**src/rtl/cps_pkg.sv**
```systemverilog
package cps_pkg;
  typedef enum logic [3:0] {
    ST_IDLE, ST_CL_DIST, ST_CL_SOFT, ST_CL_BYP, ST_MOD_ON,
    ST_MOD_RUN, ST_OP_BYP, ST_OP_SOFT, ST_OP_DIST
  } seq_st_e;

  function automatic logic [2:0] phase_of(seq_st_e s);
    case (s)
      ST_CL_DIST:             return 3'd1;
      ST_CL_SOFT:             return 3'd2;
      ST_CL_BYP:              return 3'd3;
      ST_MOD_ON:              return 3'd4;
      ST_MOD_RUN:             return 3'd5;
      ST_OP_BYP, ST_OP_SOFT:  return 3'd6;
      ST_OP_DIST:             return 3'd7;
      default:                return 3'd0;
    endcase
  endfunction
endpackage

```
**src/rtl/cps_fb_timer.sv**
```systemverilog
module cps_fb_timer #(
  parameter int TW = 16
) (
  input  logic          clk,
  input  logic          rst_n,
  input  logic          clr_i,
  input  logic          en_i,
  input  logic [TW-1:0] limit_i,
  output logic          expired_o
);
  logic [TW-1:0] cnt;

  always_ff @(posedge clk or negedge rst_n) begin
    if (!rst_n)                    cnt <= '0;
    else if (clr_i)                cnt <= '0;
    else if (en_i && cnt < limit_i) cnt <= cnt + 1'b1;
  end

  assign expired_o = en_i && (cnt >= limit_i);

  // the count restarts on every step change
  assert_tmr_restart_R5: assert property (@(posedge clk) disable iff (!rst_n)
    clr_i |=> !expired_o || (limit_i == '0));
endmodule

```
**src/rtl/cps_flag_latch.sv**
```systemverilog
module cps_flag_latch #(
  parameter int NF = 2
) (
  input  logic          clk,
  input  logic          rst_n,
  input  logic [NF-1:0] fault_i,
  input  logic          estop_i,
  input  logic          seq_i,
  input  logic          clear_i,
  output logic [NF+1:0] flags_o,
  output logic          trip_o
);
  logic [NF+1:0] q;

  always_ff @(posedge clk or negedge rst_n) begin
    if (!rst_n) q <= '0;
    else        q <= (clear_i ? '0 : q) | {seq_i, estop_i, fault_i};
  end

  assign flags_o = q;
  assign trip_o  = |q;

  assert_fault_hold_R6: assert property (@(posedge clk) disable iff (!rst_n)
    (|fault_i) |=> (|flags_o[NF-1:0]));
  assert_stop_hold_R7: assert property (@(posedge clk) disable iff (!rst_n)
    (flags_o[NF] && !clear_i) |=> flags_o[NF]);
endmodule

```
**src/rtl/cps_seq_fsm.sv**
```systemverilog
module cps_seq_fsm
  import cps_pkg::*;
(
  input  logic    clk,
  input  logic    rst_n,
  input  logic    start_i,
  input  logic    trip_i,
  input  logic    mod_done_i,
  input  logic    dist_fb_i,
  input  logic    soft_fb_i,
  input  logic    byp_fb_i,
  input  logic    expired_i,
  output seq_st_e st_o,
  output logic    wait_en_o,
  output logic    tmr_clr_o,
  output logic    tmo_o,
  output logic    abort_o
);
  seq_st_e st, nxt;
  logic    fb_ok, abort_q;

  always_comb begin
    case (st)
      ST_CL_DIST: fb_ok = dist_fb_i;
      ST_CL_SOFT: fb_ok = soft_fb_i;
      ST_CL_BYP:  fb_ok = byp_fb_i;
      ST_OP_BYP:  fb_ok = !byp_fb_i;
      ST_OP_SOFT: fb_ok = !soft_fb_i;
      ST_OP_DIST: fb_ok = !dist_fb_i;
      default:    fb_ok = 1'b1;
    endcase
  end

  assign wait_en_o = (st inside {ST_CL_DIST, ST_CL_SOFT, ST_CL_BYP,
                                 ST_OP_BYP, ST_OP_SOFT, ST_OP_DIST});

  always_comb begin
    nxt   = st;
    tmo_o = 1'b0;
    case (st)
      ST_IDLE:    if (start_i && !trip_i) nxt = ST_CL_DIST;
      ST_CL_DIST, ST_CL_SOFT, ST_CL_BYP: begin
        if (trip_i)         nxt = ST_OP_BYP;
        else if (fb_ok)     nxt = seq_st_e'(st + 4'd1);
        else if (expired_i) begin nxt = ST_OP_BYP; tmo_o = 1'b1; end
      end
      ST_MOD_ON:  nxt = trip_i ? ST_OP_BYP : ST_MOD_RUN;
      ST_MOD_RUN: if (trip_i || mod_done_i) nxt = ST_OP_BYP;
      ST_OP_BYP, ST_OP_SOFT: begin
        if (fb_ok)          nxt = seq_st_e'(st + 4'd1);
        else if (expired_i) begin nxt = seq_st_e'(st + 4'd1); tmo_o = 1'b1; end
      end
      ST_OP_DIST: begin
        if (fb_ok)          nxt = ST_IDLE;
        else if (expired_i) begin nxt = ST_IDLE; tmo_o = 1'b1; end
      end
      default:    nxt = ST_IDLE;
    endcase
  end

  always_ff @(posedge clk or negedge rst_n) begin
    if (!rst_n) begin
      st      <= ST_IDLE;
      abort_q <= 1'b0;
    end else begin
      st      <= nxt;
      abort_q <= (nxt == ST_IDLE) ? 1'b0 : (abort_q | trip_i | tmo_o);
    end
  end

  assign st_o      = st;
  assign tmr_clr_o = (nxt != st);
  assign abort_o   = abort_q | trip_i;

  assert_trip_abort_R8: assert property (@(posedge clk) disable iff (!rst_n)
    (trip_i && st inside {ST_CL_DIST, ST_CL_SOFT, ST_CL_BYP, ST_MOD_ON, ST_MOD_RUN})
      |=> (st == ST_OP_BYP));
  assert_start_block_R9: assert property (@(posedge clk) disable iff (!rst_n)
    (st == ST_IDLE && trip_i) |=> (st == ST_IDLE));
  assert_hold_dist_R2: assert property (@(posedge clk) disable iff (!rst_n)
    (st == ST_CL_DIST && !dist_fb_i && !expired_i && !trip_i) |=> (st == ST_CL_DIST));
  assert_done_ignored_R3: assert property (@(posedge clk) disable iff (!rst_n)
    (st == ST_CL_SOFT && mod_done_i && !soft_fb_i && !expired_i && !trip_i)
      |=> (st == ST_CL_SOFT));
endmodule

```
**src/rtl/cab_phase_seq.sv**
```systemverilog
module cab_phase_seq
  import cps_pkg::*;
#(
  parameter int NF = 2,
  parameter int TW = 16
) (
  input  logic          clk,
  input  logic          rst_n,
  input  logic          start_i,
  input  logic [NF-1:0] fault_i,
  input  logic          estop_i,
  input  logic          clear_i,
  input  logic [TW-1:0] timeout_cfg_i,
  input  logic          dist_fb_i,
  input  logic          soft_fb_i,
  input  logic          byp_fb_i,
  input  logic          mod_done_i,
  output logic          dist_close_o,
  output logic          soft_close_o,
  output logic          byp_close_o,
  output logic          mod_start_o,
  output logic          mod_off_o,
  output logic [2:0]    phase_o,
  output logic [NF+1:0] flags_o
);
  seq_st_e st;
  logic    wait_en, tmr_clr, expired, tmo, trip;

  cps_flag_latch #(.NF(NF)) u_flags (
    .clk(clk), .rst_n(rst_n), .fault_i(fault_i), .estop_i(estop_i),
    .seq_i(tmo), .clear_i(clear_i), .flags_o(flags_o), .trip_o(trip)
  );

  cps_fb_timer #(.TW(TW)) u_timer (
    .clk(clk), .rst_n(rst_n), .clr_i(tmr_clr), .en_i(wait_en),
    .limit_i(timeout_cfg_i), .expired_o(expired)
  );

  cps_seq_fsm u_fsm (
    .clk(clk), .rst_n(rst_n), .start_i(start_i), .trip_i(trip),
    .mod_done_i(mod_done_i), .dist_fb_i(dist_fb_i), .soft_fb_i(soft_fb_i),
    .byp_fb_i(byp_fb_i), .expired_i(expired), .st_o(st), .wait_en_o(wait_en),
    .tmr_clr_o(tmr_clr), .tmo_o(tmo), .abort_o(mod_off_o)
  );

  assign dist_close_o = (st >= ST_CL_DIST) && (st <= ST_OP_SOFT);
  assign soft_close_o = (st >= ST_CL_SOFT) && (st <= ST_OP_BYP);
  assign byp_close_o  = (st >= ST_CL_BYP)  && (st <= ST_MOD_RUN);
  assign mod_start_o  = (st == ST_MOD_ON);
  assign phase_o      = phase_of(st);

  assert_interlock_R2: assert property (@(posedge clk) disable iff (!rst_n)
    byp_close_o |-> (soft_close_o && dist_close_o));
  assert_start_pulse_R3: assert property (@(posedge clk) disable iff (!rst_n)
    mod_start_o |=> !mod_start_o);
  assert_start_after_byp_R3: assert property (@(posedge clk) disable iff (!rst_n)
    $rose(mod_start_o) |-> $past(byp_fb_i));
endmodule

```
**config.mk**
```make
export PLATFORM = sky130hd
export DESIGN_NAME = cab_phase_seq
export DESIGN_NICKNAME = d
export VERILOG_FILES = /design/src/rtl/cps_pkg.sv /design/src/rtl/cps_fb_timer.sv /design/src/rtl/cps_flag_latch.sv /design/src/rtl/cps_seq_fsm.sv /design/src/rtl/cab_phase_seq.sv
export SDC_FILE = /design/constraint.sdc
export NUM_CORES = 1
export LEC_CHECK = 0
export BUFFER_PORTS_ARGS = -buffer_cell sky130_fd_sc_hd__clkbuf_2
export CAP_MARGIN = 20
export CELL_PAD_IN_SITES_DETAIL_PLACEMENT = 1
export CELL_PAD_IN_SITES_GLOBAL_PLACEMENT = 2
export CORE_MARGIN = 2
export CORE_UTILIZATION = 34
export DETAILED_ROUTE_END_ITERATION = 6
export GPL_TIMING_DRIVEN = 0
export PLACE_DENSITY_LB_ADDON = 0.1
export SETUP_SLACK_MARGIN = 0.4
export SYNTH_ARGS = -nofsm -noshare
export SYNTH_HDL_FRONTEND = slang
export SYNTH_SLANG_ARGS = --single-unit
```
**constraint.sdc**
```tcl
create_clock -name clk -period 4.75 [get_ports clk]
set_clock_uncertainty 0.2 [all_clocks]
set_input_delay 0.475 -clock clk [delete_from_list [all_inputs] [get_ports clk]]
set_output_delay 0.475 -clock clk [all_outputs]
set_load 0.1 [all_outputs]
```
==> results of run 1 <==
[layer usage]
layer / part of all wire, % / vias up / track usage [%]
li1: - / 1111 / -
met1: 47 / 1044 / 24.40
met2: 51 / 21 / 33.31
met3: 1.9 / 4 / 1.801
met4: 0.61 / 0 / 3.357
met5: 0 / - / 0
[area by class of cell]
class | instances | area [sq um] | share of cell area, %
Clock buffer | 3 | 41.29 | 1.528
Tap cell | 80 | 100.1 | 3.705
Clock inverter | 1 | 5.005 | 0.1853
Sequential cell | 25 | 625.6 | 23.16
Inverter | 24 | 90.09 | 3.335
Multi-Input combinational cell | 218 | 1578 | 58.41
Timing Repair Buffer | 38 | 190.2 | 7.040
Buffer | 12 | 71.32 | 2.640
[through the flow]
step / setup WS [ns] / total power [uW] / std cells
after floorplan: 0.8329 / 1102 / 279
after global placement: 0.5836 / 1335 / 397
after detailed placement: 0.5844 / 1340 / 397
after CTS: 0.7250 / 1476 / 401
after global routing: 0.5817 / 1580 / 401
final: 0.9627 / 1461 / 401
[worst register-to-register path, cell delays in order, from the launching register on]
cell,delay [ns]
sky130_fd_sc_hd__dfrtp_1,0.39
sky130_fd_sc_hd__buf_2,0.23
sky130_fd_sc_hd__inv_1,0.13
sky130_fd_sc_hd__ha_1,0.28
sky130_fd_sc_hd__nor3_1,0.36
sky130_fd_sc_hd__or3_1,0.17
sky130_fd_sc_hd__clkbuf_1,0.22
sky130_fd_sc_hd__nand3_1,0.24
sky130_fd_sc_hd__nand2_1,0.16
sky130_fd_sc_hd__ha_1,0.23
sky130_fd_sc_hd__o2bb2ai_1,0.17
sky130_fd_sc_hd__mux2i_1,0.12
sky130_fd_sc_hd__a21oi_2,0.31
sky130_fd_sc_hd__buf_2,0.37
sky130_fd_sc_hd__nor3_2,0.09
[cell families after synthesis]
kind of cell	after synthesis
compound gates	53
simple gates	126
mux	2
xor+xnor	15
fa+ha+maj	22
buf+inv	36
flops	25
[where the power goes]
part	internal, uW	switching (uW)
combinational	293	772
clock	58.8	71.8
sequential	235	29.7
total	587	874
[layout by cell type, fill, tap and decap left out, types with 2 or more instances in the layout]
master and count:
sky130_fd_sc_hd__xnor2_1 15, sky130_fd_sc_hd__a31oi_1 2, sky130_fd_sc_hd__nand3_1 11, sky130_fd_sc_hd__buf_2 3
sky130_fd_sc_hd__mux2i_1 2, sky130_fd_sc_hd__nor2b_1 3, sky130_fd_sc_hd__dfrtp_1 25, sky130_fd_sc_hd__and2_1 2
sky130_fd_sc_hd__nor4b_1 8, sky130_fd_sc_hd__nor3_2 10, sky130_fd_sc_hd__nor4_1 7, sky130_fd_sc_hd__clkbuf_1 5
sky130_fd_sc_hd__inv_1 24, sky130_fd_sc_hd__ha_1 22, sky130_fd_sc_hd__nand4_1 6, sky130_fd_sc_hd__and4_1 3
sky130_fd_sc_hd__nand2_1 26, sky130_fd_sc_hd__o22ai_1 2, sky130_fd_sc_hd__a211oi_1 2, sky130_fd_sc_hd__clkbuf_2 38
sky130_fd_sc_hd__clkbuf_8 3, sky130_fd_sc_hd__nor3_1 12, sky130_fd_sc_hd__buf_6 3, sky130_fd_sc_hd__o21a_1 4
sky130_fd_sc_hd__nand2b_1 4, sky130_fd_sc_hd__nor2_1 15, sky130_fd_sc_hd__or3_1 3, sky130_fd_sc_hd__and3_1 3
sky130_fd_sc_hd__a21oi_1 9, sky130_fd_sc_hd__a21o_1 3, sky130_fd_sc_hd__o31a_1 2, sky130_fd_sc_hd__o21ai_0 10
[flip-flops by register name (all words and copies together) (netlist names)]
name,flops
u_fsm.st_o,4
u_fsm.abort_q,1
u_timer.cnt,16
u_flags.flags_o,4
[how the worst max path moves through the flow]
stage	from	to	cells past startpoint
finish	u_fsm.st_o[1]	u_timer.cnt[13]	14
global route	u_fsm.st_o[1]	u_timer.cnt[1]	14
CTS	u_timer.cnt[0]	u_timer.cnt[15]	13
detailed placement	timeout_cfg_i[13]	u_timer.cnt[15]	14
global placement	timeout_cfg_i[13]	u_timer.cnt[15]	14
floorplan	u_fsm.st_o[1]	byp_close_o	5
==> impl_results.md, run 1 <==
* Wire length reported by the detailed router at roughly 6500 microns
* Number of antenna violations at the first check in global routing at 0
* Main combinational cell family by area after synthesis: simple AND/OR/NAND/NOR gates
* TritonCTS clock tree: done
* Number of hold-slack violations in the final timing report at 0
* Post-Layout Inst Area at roughly 0.0027 sq mm
* Sequential share of the synthesized area at between 20% and 30%
* Overall die height at just under 90 microns
* Fin nets at roughly 370
* Post-synthesis compound-gate area fraction at ~16%
* Register-to-register path setup slack at 0.96 ns
* Clock insertion delay at the later pin of the skew report at 0.27 ns
* Critical Path Sink Type: register
* Share of layout cells above drive strength 1 at a little over a fifth
* Most used flip-flop cell after synthesis: sky130_fd_sc_hd__dfrtp_1
* DRC violation total after the first TritonRoute iteration at between 50 and 60
* Path type of the worst setup path: register to register
* Synth cell types at between 60 and 70
* Unrepaired setup endpoints after global routing: no
* Worst reg2reg startpoint: u_fsm.st_o[1]
* Share of synthesized flip-flops with an asynchronous set or reset at 100.0%
* Ratio of routed vias to standard cells at roughly 5.4
* Number of setup buffers added after CTS at 0
* Number of DRC violations after detailed routing at 0
* Vias after detailed routing at roughly 2,200
* Number of filler cells placed in the layout at between 800 and 900
* Placed standard-cell area at about 0.0026 sq mm
* Tot GR Track Use at 18.58%
* Largest buffer count on any clock path at 2
* Post-detailed-route count of antenna-violating nets at 0
* Setup violators final at 0
* Actual slew at the worst max-slew pin at ~0.73 ns
* Via count of the first global-routing pass at approximately 2,300
* Critical-path cell list: buf_2 > inv_1 > ha_1 > nor3_1 > or3_1 > clkbuf_1 > nand3_1 > nand2_1 > ha_1 > o2bb2ai_1 > mux2i_1 > a21oi_2 > buf_2 > nor3_2
* Kind of cell with the highest combined delay on the critical path: simple AND/OR/NAND/NOR gates
* Cell accounting for the most synthesized area: sky130_fd_sc_hd__dfrtp_1
* Global route total overflow at 0
* Overall die width at roughly 87 microns
* Placer Congestion at approximately 0.8
* Arrival time worst endpoint at between 3 and 4 ns
* Maximum vdd ir drop at 577.9 uV
* Outcome: finished, final reports clean
* Adder and majority cell fraction of the synthesized area at 11.70%
* Area grow syn2layout at 14.78%
* TritonCTS Buffers at 3
* LEAKAGE at ~0.0012 uW
* Kind of start point of the critical path: register
* Sinks on the clock net at 25
* Die area at approximately 0.0076 sq mm
* Port buffer count at 38
* Crit path max-delay cell type: sky130_fd_sc_hd__dfrtp_1
* Worst slew margin at roughly half
* Count leader, synth: sky130_fd_sc_hd__nand2_1
* Share of the core filled with cells in the final layout at about 40%
* First-pass DRT Iterations at 4
* Synth Net Count at about 330
* Max capacitance violation total at 0
* Crit-path max cell delay at 0.39 ns
* Antenna diode count at 0
* Area inside the core boundary at slightly below 0.007 sq mm
* Number of standard-cell rows in the floorplan at 30
* Detailed placer's ending HPWL at between 5000 and 6000 microns
* Maximum fanout along the worst path at 10
* Gate Count Post-Synth at ~280
* Required @ worst endpoint at 4.71 ns
* Power Density at approximately 540 mW/mm^2
* Number of buffers and inverters on the critical path at 4
* Most numerous cell types in the synthesized netlist: sky130_fd_sc_hd__nand2_1, sky130_fd_sc_hd__dfrtp_1, sky130_fd_sc_hd__inv_1, sky130_fd_sc_hd__ha_1
* Post-synthesis instance area at around 0.0024 sq mm
* Clock-pin slew of the registers on the worst-case setup and hold paths at about 0.090 ns
* Routed length per placed instance at between 15 and 20 microns
* Sum of negative setup slack at 0 ns
* Synthesized area per cell at ~8.4 sq um
* Global-route wire length before repair at between 10,000 and 15,000 microns
* Leading cell types by total area after synthesis: sky130_fd_sc_hd__dfrtp_1, sky130_fd_sc_hd__ha_1, sky130_fd_sc_hd__xnor2_1
* Number of pins exceeding their max-slew limit in the final report at 0
* Post-synthesis share of cell area spent on xor and xnor gates at ~5.6%
* CTS H-Tree Depth at 1
* Min Tclk post-route at between 3 and 4 ns
* Clock tree root buffer cell: sky130_fd_sc_hd__clkbuf_8
* Simple-gate area share of the yosys netlist at about 33%
* Type of the tightest min-delay check: input port to asynchronous set/reset pin
* CTS-repair resized insts at 0
* Area share of the largest cell type after synthesis at roughly a quarter
* Hold WS at 0.01266 ns
* I/O pin total at 39
* Capturing point of the worst reg2reg path: u_timer.cnt[13]
* Share of the clock period used by the worst path after layout at between 70% and 80%
* Highest achievable clock rate at 264.0 MHz
* Number of enable flip-flop cells after synthesis at 0
* Count of warnings emitted by yosys at 0
* Maximum number of pins on one net before global-route repair at 26
* R2r worst-path depth at 14
* Multiplexer area fraction after synthesis at less than 1%
* Flip-flop and latch count after synthesis at 25
* Number of hold buffers added after cts at 0
* Initial cell density of the core at 34.83%
No activity file was read; power rests on OpenSTA's default activity.
==> run 2: changes to the inputs <==
Settings changed: CORE_UTILIZATION 34 to 31.
Clock period 4.75 ns to 3.1 ns, I/O delays scaled along.
==> run 2 against run 1 <==
Final area increased by 29%. Setup slack lost 0.92 ns. Sequential share of layout area fell by 5.0 points. Clock power grew 58%. Critical path depth shrank 2. Combinational power up 130%. Cell count increased by 14%. Sequential cell count did not move. Power is 110% higher. Critical path type unchanged.
==> impl_results.md, run 2 (synthesis results as in run 1) <==
* Placer Congestion at 0.8244 (+1.6%)
* Fin nets at 409 (+10%)
* Routed length per placed instance at 16.73 microns (+2.6%)
* Maximum number of pins on one net before global-route repair at 26 (unchanged)
* Max capacitance violation total at 0 (unchanged)
* Commonest non-fill, non-tap cell in the layout: sky130_fd_sc_hd__clkbuf_2
* Max reg flops at 16 (unchanged)
* Overall die width at 91.13 microns (+4.5%)
* Number of standard-cell rows in the floorplan at 31 (+3.3%)
* Hold WS at 0.007394 ns (-0.005268 ns)
* Crit-path max cell delay at 0.42 ns (+0.03 ns)
* Antenna diode count at 0 (unchanged)
* Ratio of routed vias to standard cells at 5.299 (-2.5%)
* Area inside the core boundary at 0.007292 sq mm (+7.9%)
* Critical Path Source: u_timer.cnt[6]
* Detailed placer's ending HPWL at 5436 microns (+3.7%)
* Kind of start point of the critical path: register
* Clock tree root buffer cell: sky130_fd_sc_hd__clkbuf_8
* Tot GR Track Use at 18.71% (+0.14 points)
* Wire length reported by the detailed router at 7663 microns (+17%)
* TritonCTS clock tree: done
* Power Density at 863.8 mW/mm^2 (+60%)
* End of the critical path: u_fsm.abort_q
* Critical Path Sink Type: register
* Min Tclk post-route at 3.059 ns (-0.7282 ns)
* Switching component of the power at 1648 uW (+89%)
* Number of pins exceeding their max-slew limit in the final report at 0 (unchanged)
* TritonCTS Buffers at 3 (unchanged)
* Switching Fraction at 54.56% (-5.3 points)
* Number of hold-slack violations in the final timing report at 0 (unchanged)
* Worst Hold Depth at 2
* Post-detailed-route count of antenna-violating nets at 0 (unchanged)
* Largest buffer count on any clock path at 2 (unchanged)
* Number of filler cells placed in the layout at 865 (+4.1%)
* Arrival time worst endpoint at 3.03 ns (-0.71 ns)
* Clock insertion delay at the later pin of the skew report at 0.27 ns (about the same)
* Kind of cell with the highest combined delay on the critical path: simple AND/OR/NAND/NOR gates
* Area grow syn2layout at 48.59%
* Via count of the first global-routing pass at 2,548 (+13%)
* Clock-pin slew of the registers on the worst-case setup and hold paths at 0.10 ns (about the same)
* Actual slew at the worst max-slew pin at 0.6646 ns (-0.06972 ns)
* Path type of the worst setup path: register to register
* Area used by sequential logic in the layout at 634.4 sq um (+1.4%)
* Share of the core filled with cells in the final layout at 47.96% (+8.0 points)
* Overall die height at 91.13 microns (+4.5%)
* Required @ worst endpoint at 3.07 ns (-1.64 ns)
* LEAKAGE at 0.001454 uW (+22%)
* Sinks on the clock net at 25 (unchanged)
* Worst slew margin at 55.70% (+5.1 points)
* Worst reg2reg startpoint: u_timer.cnt[6]
* Flop pwr share at 13.1% (-5.0 points)
* Area used by multi-input combinational logic at 0.001963 sq mm (+24%)
* Capturing point of the worst reg2reg path: u_fsm.abort_q
* Biggest register: u_timer.cnt
* Highest achievable clock rate at 326.9 MHz (+24%)
* Share of the clock period used by the worst path after layout at 98.68% (+19 points)
* Stages on the worst setup path at 12 (-2)
* Unrepaired setup endpoints after global routing: yes
* Initial cell density of the core at 32.28% (-2.6 points)
* Share of layout cells above drive strength 1 at 43.73% (+23 points)
* Power, Total at 3021 uW (+110%)
* Most frequent cells in the layout: sky130_fd_sc_hd__clkbuf_2, sky130_fd_sc_hd__buf_4, sky130_fd_sc_hd__nand2_1
* Number of DRC violations after detailed routing at 0 (unchanged)
* Type of the tightest min-delay check: input port to register
* Non-Filler Instances at 458 (+14%)
* Vias after detailed routing at 2,427 (+11%)
* Internal power summed over all cells at 1373 uW (+130%)
* I/O pin total at 39 (unchanged)
* Crit path max-delay cell type: sky130_fd_sc_hd__dfrtp_1
* Number of buffers and inverters on the critical path at 0 (-4)
* First-pass DRT Iterations at 4 (unchanged)
* Maximum fanout along the worst path at 4 (-6)
* R2r worst-path depth at 12 (-2)
* Part of the total power dissipated in the clock network at 6.8% (-2.1 points)
* Setup violators final at 0 (unchanged)
* Outcome: finished, final reports clean
* Global route total overflow at 0 (unchanged)
* CTS H-Tree Depth at 1 (unchanged)
* Critical-path cell list: ha_4 > nand4_1 > nor4_4 > a32oi_4 > nand2_2 > nand2_2 > ha_4 > o2bb2ai_4 > nand3_2 > o311ai_2 > nand4b_1 > o31a_1
* Global-route wire length before repair at 12,700 microns (+15%)
* Placed Cells at 416 (+4.8%)
* DRC violation total after the first TritonRoute iteration at 74 (+42%)
* Combinational fraction of design power at 80.0% (+7.1 points)
* Port buffer count at 38 (unchanged)
* Register-to-register path setup slack at 0.04 ns (-0.92 ns)
* Maximum vdd ir drop at 662.5 uV (+15%)
* Number of antenna violations at the first check in global routing at 0 (unchanged)
* Die area at 0.008305 sq mm (+9.2%)
[run 2: layout make-up]
type	instances	area share (%)
multi-input combinational	218	56.14
clock buffer	3	1.181
timing repair buffer	76	15.28
clock inverter	1	0.2147
sequential	25	18.14
buffer	12	2.719
tap	99	3.542
inverter	24	2.791
[run 2: what timing repair did]
item / 4_1_cts / 5_1_grt
pin swaps: 17 / 5
hold buffers: 1 / 1
endpoints found under the setup margin: 23 / 21
setup buffers: 23 / 11
resized for setup: 62 / 17
endpoints found under the hold margin: 25 / 1
gates cloned: 2 / 0
[run 2: power by group through the flow]
| stage | sequential [uW] | clock, uW | combinational [uW] |
|---|---|---|---|
| after floorplan | 417 | 0 | 1340 |
| after global placement | 414 | 0 | 1710 |
| after detailed placement | 415 | 0 | 1710 |
| after CTS | 397 | 213 | 2290 |
| after global routing | 401 | 224 | 2580 |
| final | 396 | 207 | 2420 |
[run 2: per-layer routing]
metal	track usage [%]	part of all wire, %	wire length (microns)	vias up
li1	-	-	-	1182
met1	23.60	45	3423	1200
met2	35.31	52	4013	37
met3	0.8299	1.7	128	8
met4	3.662	1.3	97	0
met5	0	0	0	-
[run 2: metrics by stage]
stage | setup slack, ns | area, sq um | setup TNS [ns]
2_1_floorplan | 0.09789 | 2425 | 0
3_3_place_gp | -0.5805 | 2739 | -8.693
3_5_place_dp | -0.6097 | 2739 | -9.163
4_1_cts | 0.04680 | 3306 | 0
5_1_grt | -0.06872 | 3497 | -0.7840
6_report | 0.04099 | 3497 | 0
[run 2: worst min path at each step]
stage,slack (ns),endpoint,startpoint
finish,0.007,u_flags.flags_o[1],fault_i[1]
global route,0.02,u_flags.flags_o[1],fault_i[1]
CTS,0.002,u_flags.flags_o[2],estop_i
detailed placement,0.18,u_timer.cnt[14],rst_n
global placement,0.18,u_timer.cnt[14],rst_n
floorplan,-0.19,u_flags.flags_o[0],rst_n
[run 2: worst reg2reg max path, cell delays in order, from the launching register on]
cell and delay [ns]:
sky130_fd_sc_hd__dfrtp_1 0.42, sky130_fd_sc_hd__ha_4 0.28, sky130_fd_sc_hd__nand4_1 0.19, sky130_fd_sc_hd__nor4_4 0.39, sky130_fd_sc_hd__a32oi_4 0.20, sky130_fd_sc_hd__nand2_2 0.12, sky130_fd_sc_hd__nand2_2 0.07, sky130_fd_sc_hd__ha_4 0.28
sky130_fd_sc_hd__o2bb2ai_4 0.07, sky130_fd_sc_hd__nand3_2 0.11, sky130_fd_sc_hd__o311ai_2 0.12, sky130_fd_sc_hd__nand4b_1 0.25, sky130_fd_sc_hd__o31a_1 0.27
